File: src/rtl/ecc_stat_pkg.sv
package ecc_stat_pkg;

   // Class index used across the block: 0 = uncorrectable, 1 = correctable.
   localparam int NUM_CLASSES = 2;
   localparam int CLS_UE      = 0;
   localparam int CLS_CE      = 1;

   // Field positions software decodes in the status word.
   localparam int FLAG_LSB    = 8;   // flag of class k at FLAG_LSB + k
   localparam int MODE_LSB    = 10;
   localparam int MODE_W      = 2;
   localparam int DIAG_BIT    = 12;
   localparam int EN_LSB      = 14;  // enable of class k at EN_LSB + k
   localparam int USED_W      = 16;  // bits at and above this read zero

   typedef enum logic [MODE_W-1:0] {
      MODE_OFF    = 2'd0,
      MODE_DETECT = 2'd1,
      MODE_SECDED = 2'd2,
      MODE_SCRUB  = 2'd3
   } ecc_mode_e;

endpackage

File: src/rtl/ecc_err_slot.sv
module ecc_err_slot #(
   parameter int ROW_W      = 4,
   parameter bit HOLD_FIRST = 1'b1
) (
   input  logic             clk,
   input  logic             rst_n,
   input  logic             evt_i,
   input  logic [ROW_W-1:0] row_i,
   input  logic             arm_i,
   input  logic             clr_i,
   output logic             flag_o,
   output logic [ROW_W-1:0] row_o
);

   logic             flag_q;
   logic [ROW_W-1:0] row_q;
   logic             take;
   logic             load_row;
   logic             flag_d;

   // An event only counts while the ECC logic is armed.
   assign take = evt_i & arm_i;

   // Event has priority over a software clear in the same cycle.
   always_comb begin
      if (take)
         flag_d = 1'b1;
      else if (clr_i)
         flag_d = 1'b0;
      else
         flag_d = flag_q;
   end

   generate
      if (HOLD_FIRST) begin : g_first
         // Capture only on the clear-to-set transition.
         assign load_row = take & ~flag_q;
      end else begin : g_latest
         // Every accepted event overwrites the row.
         assign load_row = take;
      end
   endgenerate

   always_ff @(posedge clk or negedge rst_n) begin
      if (!rst_n) begin
         flag_q <= 1'b0;
         row_q  <= '0;
      end else begin
         flag_q <= flag_d;
         if (load_row)
            row_q <= row_i;
      end
   end

   assign flag_o = flag_q;
   assign row_o  = row_q;

endmodule

File: src/rtl/ecc_ctrl_fields.sv
module ecc_ctrl_fields
   import ecc_stat_pkg::*;
#(
   parameter int DATA_W = 32
) (
   input  logic                   clk,
   input  logic                   rst_n,
   input  logic                   wr_en_i,
   input  logic [DATA_W-1:0]      wr_data_i,
   output ecc_mode_e              mode_o,
   output logic                   diag_o,
   output logic [NUM_CLASSES-1:0] en_o,
   output logic                   arm_o
);

   ecc_mode_e              mode_q;
   logic                   diag_q;
   logic [NUM_CLASSES-1:0] en_q;

   always_ff @(posedge clk or negedge rst_n) begin
      if (!rst_n) begin
         mode_q <= MODE_OFF;
         diag_q <= 1'b0;
         en_q   <= '0;
      end else if (wr_en_i) begin
         mode_q <= ecc_mode_e'(wr_data_i[MODE_LSB +: MODE_W]);
         diag_q <= wr_data_i[DIAG_BIT];
         en_q   <= wr_data_i[EN_LSB +: NUM_CLASSES];
      end
   end

   // Capture is armed from the held mode, before any write this cycle.
   assign arm_o  = (mode_q != MODE_OFF);
   assign mode_o = mode_q;
   assign diag_o = diag_q;
   assign en_o   = en_q;

   // Remaining write bits are owned by other slices of the word.
   logic unused_wr_bits;
   assign unused_wr_bits = ^{wr_data_i[DATA_W-1:EN_LSB+NUM_CLASSES],
                             wr_data_i[DIAG_BIT+1 +: EN_LSB-DIAG_BIT-1],
                             wr_data_i[MODE_LSB-1:0]};

endmodule

File: src/rtl/ecc_status_pack.sv
module ecc_status_pack
   import ecc_stat_pkg::*;
#(
   parameter int DATA_W = 32,
   parameter int ROW_W  = 4
) (
   input  logic [NUM_CLASSES-1:0]            flag_i,
   input  logic [NUM_CLASSES-1:0][ROW_W-1:0] row_i,
   input  ecc_mode_e                         mode_i,
   input  logic                              diag_i,
   input  logic [NUM_CLASSES-1:0]            en_i,
   output logic [DATA_W-1:0]                 rd_data_o,
   output logic                              irq_o
);

   always_comb begin
      rd_data_o = '0;
      for (int k = 0; k < NUM_CLASSES; k++) begin
         // Correctable row sits lowest, uncorrectable row above it.
         rd_data_o[(NUM_CLASSES-1-k)*ROW_W +: ROW_W] = row_i[k];
         rd_data_o[FLAG_LSB + k] = flag_i[k];
         rd_data_o[EN_LSB + k]   = en_i[k];
      end
      rd_data_o[MODE_LSB +: MODE_W] = mode_i;
      rd_data_o[DIAG_BIT]           = diag_i;
   end

   assign irq_o = |(flag_i & en_i);

endmodule

File: src/rtl/ecc_err_status_reg.sv
module ecc_err_status_reg
   import ecc_stat_pkg::*;
#(
   parameter int DATA_W     = 32,
   parameter int ROW_W      = 4,
   parameter int NUM_ROWS   = 8,
   parameter bit HOLD_FIRST = 1'b1
) (
   input  logic              clk,
   input  logic              rst_n,
   input  logic              ue_pulse_i,
   input  logic [ROW_W-1:0]  ue_row_i,
   input  logic              ce_pulse_i,
   input  logic [ROW_W-1:0]  ce_row_i,
   input  logic              wr_en_i,
   input  logic [DATA_W-1:0] wr_data_i,
   output logic [DATA_W-1:0] rd_data_o,
   output logic              serr_irq_o
);

   localparam int ROW_FIELD_W = NUM_CLASSES * ROW_W;

   // Elaboration-time parameter checks.
   generate
      if (DATA_W < USED_W) begin : g_bad_width
         $error("DATA_W must cover the defined fields");
      end
      if (ROW_W < 1 || ROW_FIELD_W > FLAG_LSB) begin : g_bad_row
         $error("row fields must fit below the flag bits");
      end
      if (NUM_ROWS < 1 || NUM_ROWS > (1 << ROW_W)) begin : g_bad_rows
         $error("NUM_ROWS must be addressable with ROW_W bits");
      end
   endgenerate

   logic [NUM_CLASSES-1:0]            evt;
   logic [NUM_CLASSES-1:0][ROW_W-1:0] evt_row;
   logic [NUM_CLASSES-1:0]            clr;
   logic [NUM_CLASSES-1:0]            flag;
   logic [NUM_CLASSES-1:0][ROW_W-1:0] row;
   ecc_mode_e                         mode;
   logic                              diag;
   logic [NUM_CLASSES-1:0]            en;
   logic                              arm;

   assign evt[CLS_UE]     = ue_pulse_i;
   assign evt[CLS_CE]     = ce_pulse_i;
   assign evt_row[CLS_UE] = ue_row_i;
   assign evt_row[CLS_CE] = ce_row_i;

   ecc_ctrl_fields #(
      .DATA_W (DATA_W)
   ) u_ctrl (
      .clk       (clk),
      .rst_n     (rst_n),
      .wr_en_i   (wr_en_i),
      .wr_data_i (wr_data_i),
      .mode_o    (mode),
      .diag_o    (diag),
      .en_o      (en),
      .arm_o     (arm)
   );

   generate
      for (genvar k = 0; k < NUM_CLASSES; k++) begin : g_cls
         // Write-one-to-clear on the class's flag position.
         assign clr[k] = wr_en_i & wr_data_i[FLAG_LSB + k];

         ecc_err_slot #(
            .ROW_W      (ROW_W),
            .HOLD_FIRST (HOLD_FIRST)
         ) u_slot (
            .clk    (clk),
            .rst_n  (rst_n),
            .evt_i  (evt[k]),
            .row_i  (evt_row[k]),
            .arm_i  (arm),
            .clr_i  (clr[k]),
            .flag_o (flag[k]),
            .row_o  (row[k])
         );
      end
   endgenerate

   ecc_status_pack #(
      .DATA_W (DATA_W),
      .ROW_W  (ROW_W)
   ) u_pack (
      .flag_i    (flag),
      .row_i     (row),
      .mode_i    (mode),
      .diag_i    (diag),
      .en_i      (en),
      .rd_data_o (rd_data_o),
      .irq_o     (serr_irq_o)
   );

endmodule

File: config.mk
export PLATFORM = sky130hd
export DESIGN_NAME = ecc_err_status_reg
export DESIGN_NICKNAME = d
export VERILOG_FILES = /design/src/rtl/ecc_stat_pkg.sv /design/src/rtl/ecc_err_slot.sv /design/src/rtl/ecc_ctrl_fields.sv /design/src/rtl/ecc_status_pack.sv /design/src/rtl/ecc_err_status_reg.sv
export SDC_FILE = /design/constraint.sdc
export NUM_CORES = 1
export LEC_CHECK = 0
export BUFFER_PORTS_ARGS = -buffer_cell sky130_fd_sc_hd__buf_2
export CORE_UTILIZATION = 30
export DETAILED_ROUTE_END_ITERATION = 10
export PLACE_DENSITY = 0.69
export SYNTH_ARGS = -nofsm -noshare
export SYNTH_HDL_FRONTEND = slang
export SYNTH_SLANG_ARGS = --single-unit
File: constraint.sdc
create_clock -name clk -period 1.2 [get_ports clk]
set_input_delay 0.12 -clock clk [delete_from_list [all_inputs] [get_ports clk]]
set_output_delay 0.12 -clock clk [all_outputs]
set_load 0.01 [all_outputs]
==> results of run 1 <==
-- state kept, by name, indices dropped and copies added, names as in the netlist --
name,count
g_cls.u_slot.row_o,8
u_ctrl.diag_o,1
u_ctrl.en_o,2
g_cls.u_slot.flag_o,2
u_ctrl.mode_o,2
-- kinds of logic (layout without fill, tap and decap cells) --
family | after synthesis | after routing
buffers and inverters | 21 | 43
AO/OA/AOI/OAI | 3 | 3
multiplexers | 13 | 13
flip-flops | 15 | 15
other | 1 | 17
AND/OR/NAND/NOR | 8 | 8
-- final timing paths --
check                           slack (ps)                startpoint                       end
worst max-delay path                   -40    g_cls[0].u_slot.flag_o                serr_irq_o
worst min-delay path                    70             wr_data_i[10]          u_ctrl.mode_o[0]
worst max register to register          30    g_cls[0].u_slot.flag_o  g_cls[0].u_slot.row_o[1]
worst min register to register         510  g_cls[1].u_slot.row_o[3]  g_cls[1].u_slot.row_o[3]
max in group asynchronous              680                     rst_n  g_cls[0].u_slot.row_o[2]
min in group asynchronous              270                     rst_n    g_cls[0].u_slot.flag_o
-- per-stage QoR --
stage | power [mW] | util | worst slack (ps) | hold WS [ps] | area (um2)
finish | 1.47 | 0.388 | -44.0 | 66.9 | 962
global route | 1.59 | 0.388 | -99.0 | 42.4 | 962
CTS | 1.49 | 0.385 | -52.6 | 58.7 | 955
detailed placement | 1.19 | 0.366 | 46.8 | 45.8 | 907
global placement | 1.17 | 0.366 | 68.0 | 46.7 | 907
floorplan | 1.04 | - | 80.3 | -176 | 842
-- repair_timing --
action,in CTS,in global routing
setup buffers,1,1
hold buffers,1,0
pin swaps,0,1
resized for setup,1,0
hold endpoints to repair,15,0
endpoints found under the setup margin,1,3
-- layout make-up --
cell class	count	area [um2]
Timing Repair Buffer	39	211
Tap cell	30	37.5
Sequential cell	15	375
Fill cell	259	1520
Clock buffer	4	26.3
Multi-Input combinational cell	41	312
-- power breakdown --
group          leakage (nW)  internal [mW]  switching [mW]  total (mW)
registers             0.174          0.623          0.0688       0.692
logic                 0.318          0.277           0.214       0.491
clock network        0.0150          0.129           0.156       0.285
-- metal layers --
layer  vias up  share of wire  GRT usage
met2        32           0.49      0.194
met5         -              0          0
met4         0              0     0.0132
li1        242              -          -
met1       237           0.43      0.125
met3         0          0.080     0.0603
-- worst max-delay path, cell delays in order (launching register included) --
cell and delay (ps):
dfrtp_1 400, buf_6 120, a22o_1 190, buf_2 130
-- layout by cell type (no fill, tap or decap) --
cell type / n
mux2_4: 8
buf_2: 35
clkbuf_1: 1
dlygate4sd3_1: 1
nand2_1: 6
o21ai_2: 2
nor2_4: 2
conb_1: 17
buf_6: 1
a22o_1: 1
dfrtp_1: 15
clkbuf_4: 3
mux2_2: 5
buf_4: 2
==> flow_summary.json, run 1 <==
{
  "status": "finished, violations left",
  "violations": "setup timing",
  "n_antenna_cell": 0,
  "synth_top_area_frac": 0.480,
  "overflow": 0,
  "synth_top_cell_by_area": "dfrtp_1",
  "dp_hpwl_um": 1100,
  "fin_skew_ps": 4.56,
  "wl_per_cell_um": 10.8,
  "ir_drop_mv": 1.12,
  "insertion_delay_ps": 280,
  "cp.required_ps": 1080,
  "finalWirelength_um": 1390,
  "synth.cell_area_um2": 782,
  "reg2reg_depth": 3,
  "tns_ps": -44.0,
  "synth_edf_count": 0,
  "period_share": 1.04,
  "crit_type": "reg -> out",
  "synth_mux_area_frac": 0.226,
  "synth-compound-area-share": 0.0336,
  "critPathMaxFanout": 3,
  "p_leak_nw": 0.507,
  "cts_made_buffers": 3,
  "design.core.area_um2": 2480,
  "start_kind": "flip-flop",
  "nNetsFinal": 145,
  "die_h_um": 53.1,
  "yosys-top-cells-area": "dfrtp_1, buf_4, mux2_4",
  "crit_path_end_kind": "output port",
  "track_usage": 0.113,
  "drc": 0,
  "whs_path_depth": 2,
  "synthSimpleGateAreaFrac": 0.0576,
  "hp-class": "in -> reg",
  "async_flop_share": 1.00,
  "syn_inst": 61,
  "place_inst": 122,
  "rsz0062_at_grt": "yes",
  "setup_viol": 1,
  "synth.yosys.seq_area_share": 0.480,
  "cts_tree": "built",
  "ctsRootBufferMaster": "clkbuf_4",
  "synth.avg_cell_area_um2": 12.8,
  "drv_cap": 0,
  "clockBufferDepth": 2,
  "synth_top_family_by_area": "multiplexers",
  "vias": 511,
  "antenna_found_initial": 0,
  "layout.cells.non_filler": 129,
  "setup_ws_ps": -44.0,
  "vias_per_cell": 3.96,
  "drive_above_1_share": 0.586,
  "yosysUniqueCellTypes": 10,
  "ys_seq_elements": 15,
  "syn_to_final_growth_pct": 23.0,
  "yosys_warnings": 0,
  "initial_utilization": 0.316,
  "synth_common_cells": "buf_4, dfrtp_1, mux2_4",
  "clock-sinks": 15,
  "yosys_most_used_dff": "dfrtp_1",
  "num_rows": 18,
  "cts.htree.levels": 1,
  "antenna_left": 0,
  "dieArea_um2": 2810,
  "gp_congestion": 0.635,
  "fmax_mhz": 804,
  "grt_pass1_wl_um": 2200,
  "cts.clk_slew.worst_paths_ps": 90,
  "synthAdderAreaFrac": 0,
  "slew_violations": 0,
  "cp.arrival_ps": 1120,
  "grt_pass1_vias": 493,
  "grt_max_degree": 16,
  "final_hold_viol_count": 0,
  "first_pass_iters": 3,
  "dieWidth_um": 53.1,
  "drtIter0Drc": 3,
  "power_density_nw_per_um2": 1530,
  "synth_xor_xnor_area_share": 0,
  "io_pins": 78,
  "yosysMostFrequentCell": "buf_4",
  "min_period_ps": 1240,
  "portBuffers": 35
}
(Power assumes the default switching activity.)
==> inputs of run 2 (changes only) <==
- clock period: 1.2 -> 1.58 ns (I/O delays scaled with it)
==> flow_summary.json, run 2 (synthesized netlist as in run 1, its figures left out) <==
{
  "status": "complete, no violations",
  "setup_viol": 0,
  "die_h_um": 53.1,
  "antenna_found_initial": 0,
  "ir_drop_mv": 0.878,
  "start_kind": "flip-flop",
  "power_density_nw_per_um2": 1170,
  "cts_tree": "built",
  "grt_pass1_vias": 456,
  "fin_skew_ps": 3.51,
  "slew_violations": 0,
  "num_rows": 18,
  "seq_area_um2": 375,
  "dieArea_um2": 2810,
  "hold_ws_ps": 111,
  "initial_utilization": 0.316,
  "overflow": 0,
  "largest_reg_flops": 8,
  "layout_commonest_cell": "buf_2",
  "nNetsFinal": 142,
  "final_cell_mix": "buf_2, conb_1, dfrtp_1",
  "hp-class": "in -> reg",
  "post_cts_buffers": 0,
  "wl_per_cell_um": 10.5,
  "crit_type": "reg -> out",
  "cts.htree.levels": 1,
  "cp.arrival_ps": 1070,
  "fmax_mhz": 812,
  "clock-sinks": 15,
  "grt_max_degree": 16,
  "period_share": 0.780,
  "io_pins": 78,
  "fillers": 245,
  "p_leak_nw": 0.494,
  "clockBufferDepth": 2,
  "cts.clk_slew.worst_paths_ps": 90,
  "dieWidth_um": 53.1,
  "cts_made_buffers": 3,
  "rsz0062_at_grt": "no",
  "max_stage_delay_ps": 440,
  "ctsRootBufferMaster": "clkbuf_4",
  "crit_chain": "a22o_1 -> buf_2",
  "cp.required_ps": 1420,
  "drive_above_1_share": 0.583,
  "finalWirelength_um": 1320,
  "track_usage": 0.107,
  "tns_ps": 0,
  "vias_per_cell": 3.81,
  "grt_pass1_wl_um": 2060,
  "antenna_left": 0,
  "crit_path_end_kind": "output port",
  "design.core.area_um2": 2480,
  "dp_hpwl_um": 1080,
  "min_period_ps": 1230,
  "critPathMaxFanout": 4,
  "gp_congestion": 0.635,
  "drtIter0Drc": 2,
  "cpMaxStageDelayCell": "dfrtp_1",
  "first_pass_iters": 2,
  "final_hold_viol_count": 0,
  "portBuffers": 35,
  "n_antenna_cell": 0,
  "drc": 0,
  "insertion_delay_ps": 270,
  "vias": 480,
  "drv_cap": 0,
  "multi_input_area_um2": 312,
  "syn_to_final_growth_pct": 19.8
}
[run 2: changes by cell type in the layout (fill, tap and decap cells not counted)]
cell,previous run,this run
buf_6,1,0
clkbuf_1,1,0
buf_4,2,0
clkinv_2,0,1
[run 2: path summary, 6_finish.rpt]
check | start | endpoint | slack, ps | cells past startpoint
worst max-delay path | g_cls[0].u_slot.flag_o | serr_irq_o | 350 | 2
worst min-delay path | wr_data_i[10] | u_ctrl.mode_o[0] | 110 | 2
worst max register to register | u_ctrl.mode_o[0] | g_cls[1].u_slot.row_o[2] | 420 | 3
worst min register to register | g_cls[1].u_slot.row_o[0] | g_cls[1].u_slot.row_o[0] | 510 | 1
max in group asynchronous | rst_n | g_cls[1].u_slot.row_o[0] | 1030 | 2
min in group asynchronous | rst_n | g_cls[0].u_slot.row_o[3] | 300 | 2
[run 2: power by group]
group,switching (mW),internal [mW]
logic,0.157,0.198
registers,0.0553,0.473
clock network,0.117,0.0937
total,0.329,0.765
[run 2: metal layers]
layer / vias up / track usage / routed length [um]
li1: 234 / - / -
met1: 214 / 0.121 / 590
met2: 32 / 0.179 / 626
met3: 0 / 0.0603 / 105
met4: 0 / 0.0132 / 0
met5: - / 0 / 0
[run 2: stage by stage]
stage,setup slack (ps),util,instance area (um2),total power [mW],std cells
5_1_grt,277,0.378,937,1.19,126
6_report,348,0.378,937,1.09,126
3_5_place_dp,427,0.363,900,0.896,121
2_1_floorplan,460,-,842,0.792,77
3_3_place_gp,448,0.363,900,0.883,121
4_1_cts,322,0.378,937,1.12,126
[run 2: what timing repair did]
| item | CTS | global route |
|---|---|---|
| hold endpoints to repair | 15 | 0 |
| hold buffers | 1 | 0 |
| resized for setup | 0 | 0 |
[run 2: final cells by class]
class                   instances  area share
repair buffers                 36       0.198
multi-input cells              41       0.332
clock inverters                 1     0.00534
clock buffers                   3      0.0240
well taps                      30      0.0401
flip-flops and latches         15       0.401
[run 2: worst max-delay path: cells and delay by family (launching register included)]
family                 cells  cell delay (ps)
DFF                        1              440
AOI/OAI and AO/OA          1              220
buffers and inverters      1              130
